==> config.mk <==
export PLATFORM = sky130hd
export DESIGN_NAME = tw_ctrl_rx
export DESIGN_NICKNAME = d
export VERILOG_FILES = /design/src/rtl/twc_pkg.sv /design/src/rtl/twc_sync.sv /design/src/rtl/twc_shifter.sv /design/src/rtl/twc_fsm.sv /design/src/rtl/twc_decode.sv /design/src/rtl/tw_ctrl_rx.sv
export SDC_FILE = /design/constraint.sdc
export NUM_CORES = 1
export LEC_CHECK = 0
export BUFFER_PORTS_ARGS = -buffer_cell sky130_fd_sc_hd__clkbuf_2
export CAP_MARGIN = 5
export CORE_ASPECT_RATIO = 0.7
export CORE_MARGIN = 4
export CORE_UTILIZATION = 30
export CTS_BUF_LIST = sky130_fd_sc_hd__clkbuf_4 sky130_fd_sc_hd__clkbuf_8
export DETAILED_ROUTE_END_ITERATION = 10
export PLACE_DENSITY = 0.54
export SKIP_CTS_REPAIR_TIMING = 1
export SLEW_MARGIN = 20
export SYNTH_ARGS = -nofsm -noshare
export SYNTH_HDL_FRONTEND = slang
export SYNTH_SLANG_ARGS = --single-unit
export TNS_END_PERCENT = 1
==> constraint.sdc <==
create_clock -name clk -period 1.4 [get_ports clk]
set_input_delay 0.14 -clock clk [delete_from_list [all_inputs] [get_ports clk]]
set_output_delay 0.14 -clock clk [all_outputs]
set_load 0.03 [all_outputs]
==> src/rtl/twc_pkg.sv <==
package twc_pkg;

    localparam int WORD_W = 32;

    // Bit positions inside the control word that the decoder depends on
    localparam int POS_RAMP  = 19;
    localparam int POS_DCX   = 18;
    localparam int POS_REF_H = 14;
    localparam int POS_REF_L = 13;
    localparam int POS_PWR_H = 12;
    localparam int POS_PWR_L = 10;
    localparam int POS_PLL   = 9;
    localparam int POS_RX    = 8;
    localparam int POS_CH_H  = 7;
    localparam int POS_CH_L  = 0;

    localparam logic [1:0] REF_CODE_12 = 2'b00;
    localparam logic [1:0] REF_CODE_13 = 2'b01;

    typedef enum logic [1:0] {
        ST_IDLE,
        ST_SHIFT,
        ST_LOAD,
        ST_TOGGLE
    } twc_state_t;

endpackage

==> src/rtl/twc_sync.sv <==
module twc_sync #(
    parameter int  STAGES  = 2,
    parameter logic RST_VAL = 1'b0
) (
    input  logic clk,
    input  logic rst_n,
    input  logic d,
    output logic q
);
    logic [STAGES-1:0] chain;

    generate
        for (genvar s = 0; s < STAGES; s++) begin : g_stage
            if (s == 0) begin : g_first
                always_ff @(posedge clk or negedge rst_n) begin
                    if (!rst_n) chain[0] <= RST_VAL;
                    else        chain[0] <= d;
                end
            end else begin : g_next
                always_ff @(posedge clk or negedge rst_n) begin
                    if (!rst_n) chain[s] <= RST_VAL;
                    else        chain[s] <= chain[s-1];
                end
            end
        end
    endgenerate

    assign q = chain[STAGES-1];
endmodule

==> src/rtl/twc_shifter.sv <==
module twc_shifter #(
    parameter int WORD_W = 32
) (
    input  logic              clk,
    input  logic              rst_n,
    input  logic              shift_en,
    input  logic              bit_in,
    output logic [WORD_W-1:0] word
);
    always_ff @(posedge clk or negedge rst_n) begin
        if (!rst_n)        word <= '0;
        else if (shift_en) word <= {word[WORD_W-2:0], bit_in};
    end
endmodule

==> src/rtl/twc_fsm.sv <==
module twc_fsm
    import twc_pkg::*;
(
    input  logic       clk,
    input  logic       rst_n,
    input  logic       fr_s,
    input  logic       sclk_rise,
    output twc_state_t state,
    output logic       shift_en,
    output logic       load_go,
    output logic       toggle_go
);
    twc_state_t next_state;
    logic       active;
    logic       take_edge;

    // An edge counts only while the synchronized frame is low
    assign take_edge = sclk_rise && !fr_s &&
                       ((state == ST_IDLE) || (state == ST_SHIFT));

    always_comb begin
        next_state = state;
        unique case (state)
            ST_IDLE:   if (!fr_s) next_state = ST_SHIFT;
            ST_SHIFT:  if (fr_s)  next_state = (active ? ST_LOAD : ST_TOGGLE);
            ST_LOAD:   next_state = fr_s ? ST_IDLE : ST_SHIFT;
            ST_TOGGLE: next_state = fr_s ? ST_IDLE : ST_SHIFT;
            default:   next_state = ST_IDLE;
        endcase
    end

    always_ff @(posedge clk or negedge rst_n) begin
        if (!rst_n) state <= ST_IDLE;
        else        state <= next_state;
    end

    // Sticky activity flag, consumed when the frame closes
    always_ff @(posedge clk or negedge rst_n) begin
        if (!rst_n)                                      active <= 1'b0;
        else if ((state == ST_LOAD) || (state == ST_TOGGLE)) active <= 1'b0;
        else if (take_edge)                              active <= 1'b1;
    end

    always_comb begin
        shift_en  = 1'b0;
        load_go   = 1'b0;
        toggle_go = 1'b0;
        unique case (state)
            ST_IDLE:   shift_en  = take_edge;
            ST_SHIFT:  shift_en  = take_edge;
            ST_LOAD:   load_go   = 1'b1;
            ST_TOGGLE: toggle_go = 1'b1;
            default:   shift_en  = 1'b0;
        endcase
    end
endmodule

==> src/rtl/twc_decode.sv <==
module twc_decode
    import twc_pkg::*;
#(
    parameter int WORD_W    = 32,
    parameter int CHAN_W    = 8,
    parameter int FREQ_W    = 12,
    parameter int CHAN_BASE = 2304
) (
    input  logic [WORD_W-1:0] word,
    output logic [CHAN_W-1:0] chan_n,
    output logic [FREQ_W-1:0] freq_mhz,
    output logic [1:0]        ref_sel,
    output logic [4:0]        ref_mhz,
    output logic [2:0]        pwr_code,
    output logic              pll_hold,
    output logic              rx_sel,
    output logic              dcx_mode,
    output logic              ramp_mode
);
    always_comb begin
        chan_n    = word[POS_CH_H:POS_CH_L];
        freq_mhz  = FREQ_W'(CHAN_BASE) + FREQ_W'(word[POS_CH_H:POS_CH_L]);
        ref_sel   = word[POS_REF_H:POS_REF_L];
        pwr_code  = word[POS_PWR_H:POS_PWR_L];
        pll_hold  = word[POS_PLL];
        rx_sel    = word[POS_RX];
        dcx_mode  = word[POS_DCX];
        ramp_mode = word[POS_RAMP];
        unique case (word[POS_REF_H:POS_REF_L])
            REF_CODE_12: ref_mhz = 5'd12;
            REF_CODE_13: ref_mhz = 5'd13;
            default:     ref_mhz = 5'd0;
        endcase
    end
endmodule

==> src/rtl/tw_ctrl_rx.sv <==
module tw_ctrl_rx
    import twc_pkg::*;
#(
    parameter int SYNC_STAGES = 2,
    parameter int CHAN_W      = 8,
    parameter int FREQ_W      = 12,
    parameter int CHAN_BASE   = 2304
) (
    input  logic              clk,
    input  logic              rst_n,
    input  logic              ser_clk,
    input  logic              ser_dat,
    input  logic              frame_n,
    output logic [CHAN_W-1:0] chan_n,
    output logic [FREQ_W-1:0] freq_mhz,
    output logic [1:0]        ref_sel,
    output logic [4:0]        ref_mhz,
    output logic [2:0]        pwr_code,
    output logic              pll_hold,
    output logic              rx_sel,
    output logic              dcx_mode,
    output logic              ramp_mode,
    output logic              pwr_up,
    output logic              load_pulse
);
    logic              sclk_s, dat_s, fr_s, sclk_q, sclk_rise;
    logic              shift_en, load_go, toggle_go;
    logic [WORD_W-1:0] shreg, ctrl_word;
    twc_state_t        state;

    twc_sync #(.STAGES(SYNC_STAGES), .RST_VAL(1'b0)) u_sync_clk (
        .clk(clk), .rst_n(rst_n), .d(ser_clk), .q(sclk_s));
    twc_sync #(.STAGES(SYNC_STAGES), .RST_VAL(1'b0)) u_sync_dat (
        .clk(clk), .rst_n(rst_n), .d(ser_dat), .q(dat_s));
    twc_sync #(.STAGES(SYNC_STAGES), .RST_VAL(1'b1)) u_sync_frm (
        .clk(clk), .rst_n(rst_n), .d(frame_n), .q(fr_s));

    always_ff @(posedge clk or negedge rst_n) begin
        if (!rst_n) sclk_q <= 1'b0;
        else        sclk_q <= sclk_s;
    end
    assign sclk_rise = sclk_s && !sclk_q;

    twc_fsm u_fsm (
        .clk(clk), .rst_n(rst_n), .fr_s(fr_s), .sclk_rise(sclk_rise),
        .state(state), .shift_en(shift_en), .load_go(load_go),
        .toggle_go(toggle_go));

    twc_shifter #(.WORD_W(WORD_W)) u_shift (
        .clk(clk), .rst_n(rst_n), .shift_en(shift_en), .bit_in(dat_s),
        .word(shreg));

    always_ff @(posedge clk or negedge rst_n) begin
        if (!rst_n) begin
            ctrl_word <= '0;
            pwr_up    <= 1'b0;
        end else if (load_go) begin
            ctrl_word <= shreg;
            pwr_up    <= 1'b1;
        end else if (toggle_go) begin
            pwr_up    <= !pwr_up;
        end
    end

    assign load_pulse = load_go;

    twc_decode #(.WORD_W(WORD_W), .CHAN_W(CHAN_W), .FREQ_W(FREQ_W),
                 .CHAN_BASE(CHAN_BASE)) u_dec (
        .word(ctrl_word), .chan_n(chan_n), .freq_mhz(freq_mhz),
        .ref_sel(ref_sel), .ref_mhz(ref_mhz), .pwr_code(pwr_code),
        .pll_hold(pll_hold), .rx_sel(rx_sel), .dcx_mode(dcx_mode),
        .ramp_mode(ramp_mode));
endmodule

==> results of run 1 <==
## where the power goes
part	internal [uW]	switching, uW
clock network	348	445
registers	1600	171
logic	452	615
total	2400	1230
## cell usage after synthesis
| master | count |
|---|---|
| nor2_1 | 1 |
| mux2_1 | 1 |
| nand2b_1 | 2 |
| dfstp_2 | 2 |
| mux2_2 | 27 |
| or3b_2 | 1 |
| dfrtp_1 | 46 |
| nand3_1 | 1 |
| buf_12 | 1 |
| mux2_4 | 9 |
| o21ai_0 | 1 |
| buf_4 | 15 |
| nor4b_4 | 1 |
| inv_1 | 4 |
| nor2b_1 | 1 |
| buf_6 | 3 |
| o21a_1 | 1 |
| conb_1 | 2 |
| a21oi_1 | 1 |
## worst min path at each step
| stage | endpoint | slack, ns | cells past startpoint |
|---|---|---|---|
| 2_1_floorplan | ctrl_word[0]$_DFFE_PN0P_ | -0.16 | 0 |
| 3_3_place_gp | pwr_up$_DFFE_PN0N_ | 0.14 | 2 |
| 3_5_place_dp | pwr_up$_DFFE_PN0N_ | 0.15 | 2 |
| 4_1_cts | u_shift.word[4]$_DFFE_PN0P_ | -0.18 | 2 |
| 5_1_grt | u_sync_dat.q$_DFF_PN0_ | 0.36 | 0 |
| 6_report | u_fsm.active$_DFFE_PN0P_ | 0.35 | 3 |
## routing by layer
metal | global-route usage [%] | wire length [um]
met1 | 9.09 | 1410
met2 | 13.4 | 1590
met3 | 3.68 | 172
met4 | 1.77 | 13
met5 | 0 | 0
## kinds of logic after synthesis
group	synth area share [%]
AOI/OAI and AO/OA	0.912
buffers and inverters	9.45
DFF	62.7
muxes	23.5
other	0.391
and+or+nand+nor	3.13
## flip-flops by register name, summed over array words and instances (netlist names)
| name | flops |
|---|---|
| ctrl_word | 17 |
| pwr_up | 1 |
| sclk_q | 1 |
| u_fsm.active | 1 |
| u_fsm.state | 2 |
| u_shift.word | 20 |
| u_sync_clk.chain | 1 |
| u_sync_clk.q | 1 |
| u_sync_dat.chain | 1 |
| u_sync_dat.q | 1 |
| u_sync_frm.chain | 1 |
| u_sync_frm.q | 1 |
## worst register-to-register path: stages (launching register included)
cell and delay (ns):
dfrtp_1 0.42, nor4b_4 0.27, buf_6 0.17, buf_6 0.14, mux2_2 0.33
## through the flow
| step | setup slack [ns] | std cells |
|---|---|---|
| 2_1_floorplan | 0.0273 | 124 |
| 3_3_place_gp | 0.0262 | 221 |
| 3_5_place_dp | -0.00385 | 221 |
| 4_1_cts | -0.149 | 229 |
| 5_1_grt | -0.0780 | 245 |
| 6_report | -0.0255 | 245 |
## final cells by class
type,count,share of cell area [%]
flip-flops and latches,48,49.1
repair buffers,54,17.3
clock buffers,5,2.80
multi-input cells,53,25.5
clock inverters,3,0.765
inverters,4,0.612
well taps,78,3.98
## layout by cell type (no fill, tap or decap), types with 2 or more instances in the layout
cell type      instances
buf_12                 3
dfstp_2                2
buf_6                  5
mux2_2                10
clkinv_2               2
inv_1                  3
clkbuf_8               5
dfrtp_1               46
dlygate4sd3_1          4
buf_4                  7
mux2_4                27
conb_1                 6
clkbuf_16              2
clkbuf_2              33
==> run metrics, run 1 <==
Power, Total about 3600 uW; YS warnings 0; Req. time, crit path 1.59 ns; cell type with the largest total area after synthesis dfrtp_1; CP Launch Type register; Pleak about 0.0013 uW; worst-case clock skew about 0.012 ns; Synth top area share ~60%; Placed Area between 2000 and 2500 um2; synth top area cells dfrtp_1 (60%), mux2_2 (16%), mux2_4 (7.0%); CP Class reg2reg; Hold Crit Class in2async; Syn Inst Count 120; syn_area_per_cell around 16 um2; fin crit share 102%; CP Launch Point sclk_q$_DFF_PN0_; failing checks negative setup slack; unique cell type count in the Yosys netlist 19; Seq cells post-synth between 40 and 50; Netlist Area Pre-Place about 1900 um2; area of the multi-input gates around 630 um2; Sink Count 48; hpwl dp 1930 um; grt ovf 0; RSZ-0062 raised after global routing yes; Cell Rows 24; reg2reg setup slack -0.03 ns; Root Driver clkbuf_8; # nets final between 150 and 200; Clock transition at path regs approximately 0.090 ns; height of the chip ~75 um; CP max FO 5; crit path to u_shift.word[11]$_DFFE_PN0P_; WL/cell between 10 and 15 um; die footprint between 7000 and 8000 um2; max incr delay on CP ~0.42 ns; MaxCap Viol Count 0; Reg area approximately 1200 um2; CTS buffer count 5; CP cell instances nor4b_4, buf_6, buf_6, mux2_2; fmax 702 MHz; initial core utilization between 30 and 40%; initial antenna violation count 0; Tot GR Track Use under 10%; pwr dens ~1500 nW/um2; drt total wl 3180 um; Core Area about 6200 um2; Routability Congestion ~0.65; Sum Neg Setup Slack -0.155 ns; CP Buf/Inv Count 2; Most Frequent Cell on Critical Path buf_6; Slew Limit Fails 0; Period minus WS final roughly 1.4 ns; CP endpoint kind register; Max stage delay cell, worst path dfrtp_1; drt pass-1 iters 3; outcome finished, violations left; Max Root-Sink Buffers 2; Starting DRT DRC Count 36; hold slack between 0.3 and 0.4 ns; vias per inst approximately 4.1; Final WS setup -0.0255 ns; Worst path depth 4; reg2reg path depth 4; Top Family by Delay on Critical Path flip-flops; Syn-to-layout area delta 27.8%; Worst R2R Start sclk_q$_DFF_PN0_; endpoints failing hold 0; vias post-DR about 1000; number of fill cells between 500 and 600; share of layout cells above drive strength 1 approximately 60%; die width roughly 100 um; Seq/Total Area, Yosys a little over three fifths; largest net degree at the start of global routing approximately 50; Core Util, Final between 30% and 40%; worst r2r dst u_shift.word[11]$_DFFE_PN0P_; CTS tree done; final setup vio count 13; Critical Path AT ~1.6 ns; number of diodes 0; first-pass GRT wire length 4870 um; vias in the first global route 1000; I/O Buffers 34; Detail Route Antenna Nets 0; worst-skew pair later-pin latency a little under 0.3 ns; htree depth 2; drc violations 0; maximum vdd drop slightly above 0.5 mV; post-layout instance area around 2500 um2; I/O pins slightly above 40
No activity file was read; power rests on OpenSTA's default activity.
==> run 2: changes to the inputs <==
--- a/config.mk
+++ b/config.mk
@@ -13,7 +13,6 @@
 export CTS_BUF_LIST = sky130_fd_sc_hd__clkbuf_4 sky130_fd_sc_hd__clkbuf_8
 export DETAILED_ROUTE_END_ITERATION = 10
 export PLACE_DENSITY = 0.54
-export SKIP_CTS_REPAIR_TIMING = 1
 export SLEW_MARGIN = 20
 export SYNTH_ARGS = -nofsm -noshare
 export SYNTH_HDL_FRONTEND = slang
==> run metrics, run 2 (synthesis results as in run 1) <==
Slew Limit Fails 0 (unchanged); Root Driver clkbuf_8; non-filler cells, final 239 (-2.4%); I/O pins 41 (unchanged); initial core utilization 30.9% (unchanged); CP endpoint kind register; CTS buffer count 5 (unchanged); reg2reg setup slack -0.02 ns (about the same); Max Root-Sink Buffers 2 (unchanged); Critical Path AT 1.59 ns (-0.02 ns); RSZ-0062 raised after global routing yes; CP Class reg2reg; Hold Crit Class in2async; failing checks negative setup slack; drt pass-1 iters 2 (-1); vias in the first global route 1025 (+2.5%); maximum vdd drop 0.521 mV (+0.75%); MaxCap Viol Count 0 (unchanged); Worst R2R Start sclk_q$_DFF_PN0_; Routability Congestion 0.652 (unchanged); initial antenna violation count 0 (unchanged); I/O Buffers 34 (unchanged); CP Launch Point sclk_q$_DFF_PN0_; Net Sw Power 1240 uW (+0.44%); CTS tree done; Detail Route Antenna Nets 0 (unchanged); crit path to u_shift.word[8]$_DFFE_PN0P_; final setup vio count 10 (-3); worst-case clock skew 0.0169 ns (+0.00480 ns); largest net degree at the start of global routing 49 (unchanged); share of layout cells above drive strength 1 59.0% (-1.5 points); most common cell after layout, fill and taps aside dfrtp_1; fin crit share 101% (-0.40 points); pwr dens 1500 nW/um2 (+1.3%); # nets final 165 (-3.5%); vias per inst 4.22 (+2.1%); drt total wl 3180 um (+0.13%); switch share 34.1% (+0.21 points); Logic pwr share 29.0% (-0.4 points); Reg power frac 48.8% (about the same); number of diodes 0 (unchanged); drc violations 0 (unchanged); Syn-to-layout area delta 25.9%; Regs by FF count u_shift.word: 20 flops, ctrl_word: 17 flops, u_fsm.state: 2 flops; Largest register FFs 20 (unchanged); hpwl dp 1930 um (unchanged); Pleak 0.00125 uW (-1.7%); first-pass GRT wire length 4970 um (+2.0%); worst r2r dst u_shift.word[8]$_DFFE_PN0P_; outcome finished, violations left; htree depth 2 (unchanged); Power, Total 3630 uW (-0.19%); Core Area 6220 um2 (unchanged); Period minus WS final 1.42 ns (-0.00566 ns); CP max FO 5 (unchanged); pre-CTS WS -0.00385 ns (unchanged); Cell Rows 24 (unchanged); reg2reg path depth 4 (unchanged); most frequent cells in the layout dfrtp_1 (46), clkbuf_2 (33), mux2_4 (27); Tot GR Track Use 7.95% (+0.17 points); worst-skew pair later-pin latency 0.30 ns (about the same); die footprint 7770 um2 (unchanged); Req. time, crit path 1.57 ns (-0.02 ns); register with the most flip-flops u_shift.word; die width 104 um (unchanged); grt ovf 0 (unchanged); Clock transition at path regs 0.09 ns (about the same); Cell Int Power 2390 uW (-0.51%); CP Launch Type register; dpl cells 221 (unchanged); Final WS setup -0.0198 ns (+0.00566 ns); height of the chip 74.9 um (unchanged); clock network fraction of total power 22.2% (+0.4 points); Starting DRT DRC Count 19 (-47%); Sink Count 48 (unchanged); endpoints failing hold 0 (unchanged); fmax 704 MHz (+0.40%); vias post-DR 1008 (-0.40%); WL/cell 13.3 um (+2.6%)
==> run 2: cell count changes in the layout (fill, tap and decap cells not counted) <==
cell,previous run,this run
buf_12,3,4
buf_4,7,1
buf_6,5,4
==> run 2: worst min path at each step <==
stage                                  start                       end  slack (ns)  cells past startpoint
6_report                               rst_n        pwr_up$_DFFE_PN0N_        0.35                      3
5_1_grt        u_sync_dat.chain[0]$_DFF_PN0_    u_sync_dat.q$_DFF_PN0_        0.36                      0
4_1_cts        u_sync_dat.chain[0]$_DFF_PN0_    u_sync_dat.q$_DFF_PN0_        0.36                      0
3_5_place_dp                           rst_n        pwr_up$_DFFE_PN0N_        0.15                      2
3_3_place_gp                           rst_n        pwr_up$_DFFE_PN0N_        0.14                      2
2_1_floorplan                          rst_n  ctrl_word[0]$_DFFE_PN0P_       -0.16                      0
==> run 2: timing repair <==
action | in CTS | in global routing
endpoints found under the setup margin | 16 | 21
endpoints found under the hold margin | 49 | 0
resized for setup | 2 | 23
hold buffers | 4 | 0
setup buffers | 2 | 1
cloned | 0 | 3
pin swaps | 0 | 1
==> run 2: through the flow <==
step / TNS, ns / area [um2] / hold WS, ns / util (%)
floorplan: 0 / 1940 / -0.156 / -
global placement: 0 / 2100 / 0.141 / 33.9
detailed placement: -0.00385 / 2100 / 0.146 / 33.9
CTS: -0.124 / 2270 / 0.356 / 36.5
global route: -0.943 / 2420 / 0.360 / 38.9
finish: -0.0819 / 2420 / 0.351 / 38.9
==> run 2: critical path, cell delays in order (launching register included) <==
cell       delay, ns
dfrtp_1         0.41
nor4b_4         0.27
buf_6           0.17
clkbuf_16       0.15
mux2_4          0.29
==> run 2: final cells by class <==
class	count	area [um2]
Multi-Input combinational cell	53	626
Clock inverter	3	18.8
Fill cell	592	3800
Sequential cell	48	1200
Clock buffer	5	68.8
Timing Repair Buffer	48	388
Tap cell	78	97.6
Inverter	4	15.0
==> run 2: power groups by stage <==
stage	Clock, uW	Combinational, uW	Sequential (uW)
final	806	1050	1770
after floorplan	0	613	1950
after global placement	0	940	1780
after detailed placement	0	949	1800
after global routing	889	1110	1810
after CTS	826	982	1770
==> run 2: routing by layer <==
| metal | GRT usage (%) | share of wire [%] | wire length, um |
|---|---|---|---|
| met1 | 9.46 | 45 | 1430 |
| met2 | 13.5 | 49 | 1550 |
| met5 | 0 | 0 | 0 |
| met3 | 3.77 | 5.7 | 182 |
| met4 | 1.77 | 0.41 | 13 |
==> run 3: changes to the inputs <==
--- a/config.mk
+++ b/config.mk
@@ -12,7 +12,7 @@
 export CORE_UTILIZATION = 30
 export CTS_BUF_LIST = sky130_fd_sc_hd__clkbuf_4 sky130_fd_sc_hd__clkbuf_8
 export DETAILED_ROUTE_END_ITERATION = 10
-export PLACE_DENSITY = 0.54
+export PLACE_DENSITY = 0.53
 export SLEW_MARGIN = 20
 export SYNTH_ARGS = -nofsm -noshare
 export SYNTH_HDL_FRONTEND = slang
==> run metrics, run 3 (synthesis results as in run 1) <==
outcome finished, violations left; failing checks negative setup slack; pre-CTS WS -0.0104 ns (-0.00660 ns); drt total wl 3240 um (+1.8%); Req. time, crit path 1.58 ns (about the same); Root Driver clkbuf_8; initial antenna violation count 0 (unchanged); share of layout cells above drive strength 1 58.6% (-0.36 points); MaxCap Viol Count 0 (unchanged); Cell Rows 24 (unchanged); Regs by FF count u_shift.word: 20 flops, ctrl_word: 17 flops, u_fsm.state: 2 flops; Starting DRT DRC Count 19 (unchanged); Routability Congestion 0.664 (+1.9%); max incr delay on CP 0.41 ns (about the same); worst-case clock skew 0.00570 ns (-0.0112 ns); drc violations 0 (unchanged); register with the most flip-flops u_shift.word; CTS tree done; CP Buf/Inv Count 2 (unchanged); height of the chip 74.9 um (unchanged); endpoints failing hold 0 (unchanged); Critical Path AT 1.60 ns (about the same); Core Area 6220 um2 (unchanged); Detail Route Antenna Nets 0 (unchanged); CP cell instances nor4b_4, buf_6, buf_6, mux2_2; most frequent cells in the layout dfrtp_1 (46), clkbuf_2 (33), mux2_4 (21); Placed Area 2100 um2 (-0.24%); WL/cell 13.5 um (+1.4%); final setup vio count 15 (+5); RSZ-0062 raised after global routing yes; Final WS setup -0.0246 ns (-0.00483 ns); maximum vdd drop 0.625 mV (+20%); fin crit share 102% (+0.35 points); Clock transition at path regs 0.08 ns (about the same); Sink Count 48 (unchanged); Hold Crit Class in2async; I/O Buffers 34 (unchanged); Slew Limit Fails 0 (unchanged); drt pass-1 iters 2 (unchanged); CP endpoint kind register; Top Family by Delay on Critical Path flip-flops; I/O pins 41 (unchanged); largest net degree at the start of global routing 21 (-57%); vias post-DR 994 (-1.4%); Most Frequent Cell on Critical Path buf_6; Power, Total 3590 uW (-1.0%); vias in the first global route 1033 (+0.78%); post-layout instance area 2390 um2 (-1.3%); most common cell after layout, fill and taps aside dfrtp_1; Syn-to-layout area delta 24.2%; first-pass GRT wire length 5060 um (+1.9%); number of diodes 0 (unchanged); Max Root-Sink Buffers 2 (unchanged); CP Launch Type register; CP Class reg2reg; dpl cells 222 (+0.45%); non-filler cells, final 240 (+0.42%); fmax 702 MHz (-0.34%); die footprint 7770 um2 (unchanged); initial core utilization 30.9% (unchanged); hpwl dp 2130 um (+11%); Largest register FFs 20 (unchanged); htree depth 2 (unchanged); vias per inst 4.14 (-1.8%); Core Util, Final 38.4% (-0.50 points); Tot GR Track Use 8.26% (+0.31 points); die width 104 um (unchanged); pwr dens 1500 nW/um2 (+0.29%); worst-skew pair later-pin latency 0.29 ns (about the same); Period minus WS final 1.42 ns (+0.00483 ns); grt ovf 0 (unchanged); CP max FO 5 (unchanged); # nets final 166 (+0.61%); CTS buffer count 5 (unchanged); Max stage delay cell, worst path dfrtp_1; Pleak 0.00124 uW (-1.1%)
==> run 3: changes by cell type in the layout (fill, tap and decap cells not counted), moves of 2 or more <==
cell	change
buf_6	+2
clkbuf_4	+2
mux2_2	+5
mux2_4	-6
buf_12	-2
==> run 3: path summary, 6_finish.rpt <==
path	from	endpoint	slack (ns)	depth (start not counted)
setup / recovery	sclk_q$_DFF_PN0_	u_shift.word[8]$_DFFE_PN0P_	-0.02	4
hold / removal	rst_n	ctrl_word[4]$_DFFE_PN0P_	0.31	2
setup reg to reg	sclk_q$_DFF_PN0_	u_shift.word[8]$_DFFE_PN0P_	-0.02	4
hold reg to reg	u_sync_clk.chain[0]$_DFF_PN0_	u_sync_clk.q$_DFF_PN0_	0.35	0
max in group asynchronous	rst_n	u_sync_dat.q$_DFF_PN0_	0.51	3
min in group clk	u_sync_clk.chain[0]$_DFF_PN0_	u_sync_clk.q$_DFF_PN0_	0.35	0
==> run 3: power breakdown <==
group | leakage, uW | switching [uW] | internal (uW) | total [uW]
combinational | 0.000564 | 606 | 406 | 1010
clock | 0.0000491 | 425 | 390 | 815
sequential | 0.000627 | 161 | 1600 | 1760
==> run 3: cell type report <==
cell class | count | area, um2
Clock inverter | 1 | 5.00
Timing Repair Buffer | 49 | 378
Sequential cell | 48 | 1200
Inverter | 4 | 15.0
Fill cell | 585 | 3830
Clock buffer | 7 | 83.8
Multi-Input combinational cell | 53 | 603
Tap cell | 78 | 97.6
==> run 3: metrics by stage <==
step	TNS [ns]	hold slack (ns)
2_1_floorplan	0	-0.156
3_3_place_gp	0	0.0997
3_5_place_dp	-0.0142	0.107
4_1_cts	-0.168	0.328
5_1_grt	-0.987	0.358
6_report	-0.218	0.314
==> run 3: metal layers <==
metal / global-route usage (%) / part of all wire (%) / vias up
li1: - / - / 461
met1: 9.91 / 46 / 502
met2: 13.6 / 47 / 26
met3: 3.77 / 6.1 / 5
met4: 2.65 / 0.80 / 0
met5: 0 / 0 / -
==> run 3: timing repair <==
| item | CTS | global route |
|---|---|---|
| endpoints found under the hold margin | 17 | 0 |
| hold buffers | 4 | 0 |
| pin swaps | 0 | 1 |
| setup buffers | 2 | 1 |
| gates resized for setup | 3 | 18 |
| endpoints found under the setup margin | 21 | 26 |
| gates cloned | 0 | 3 |
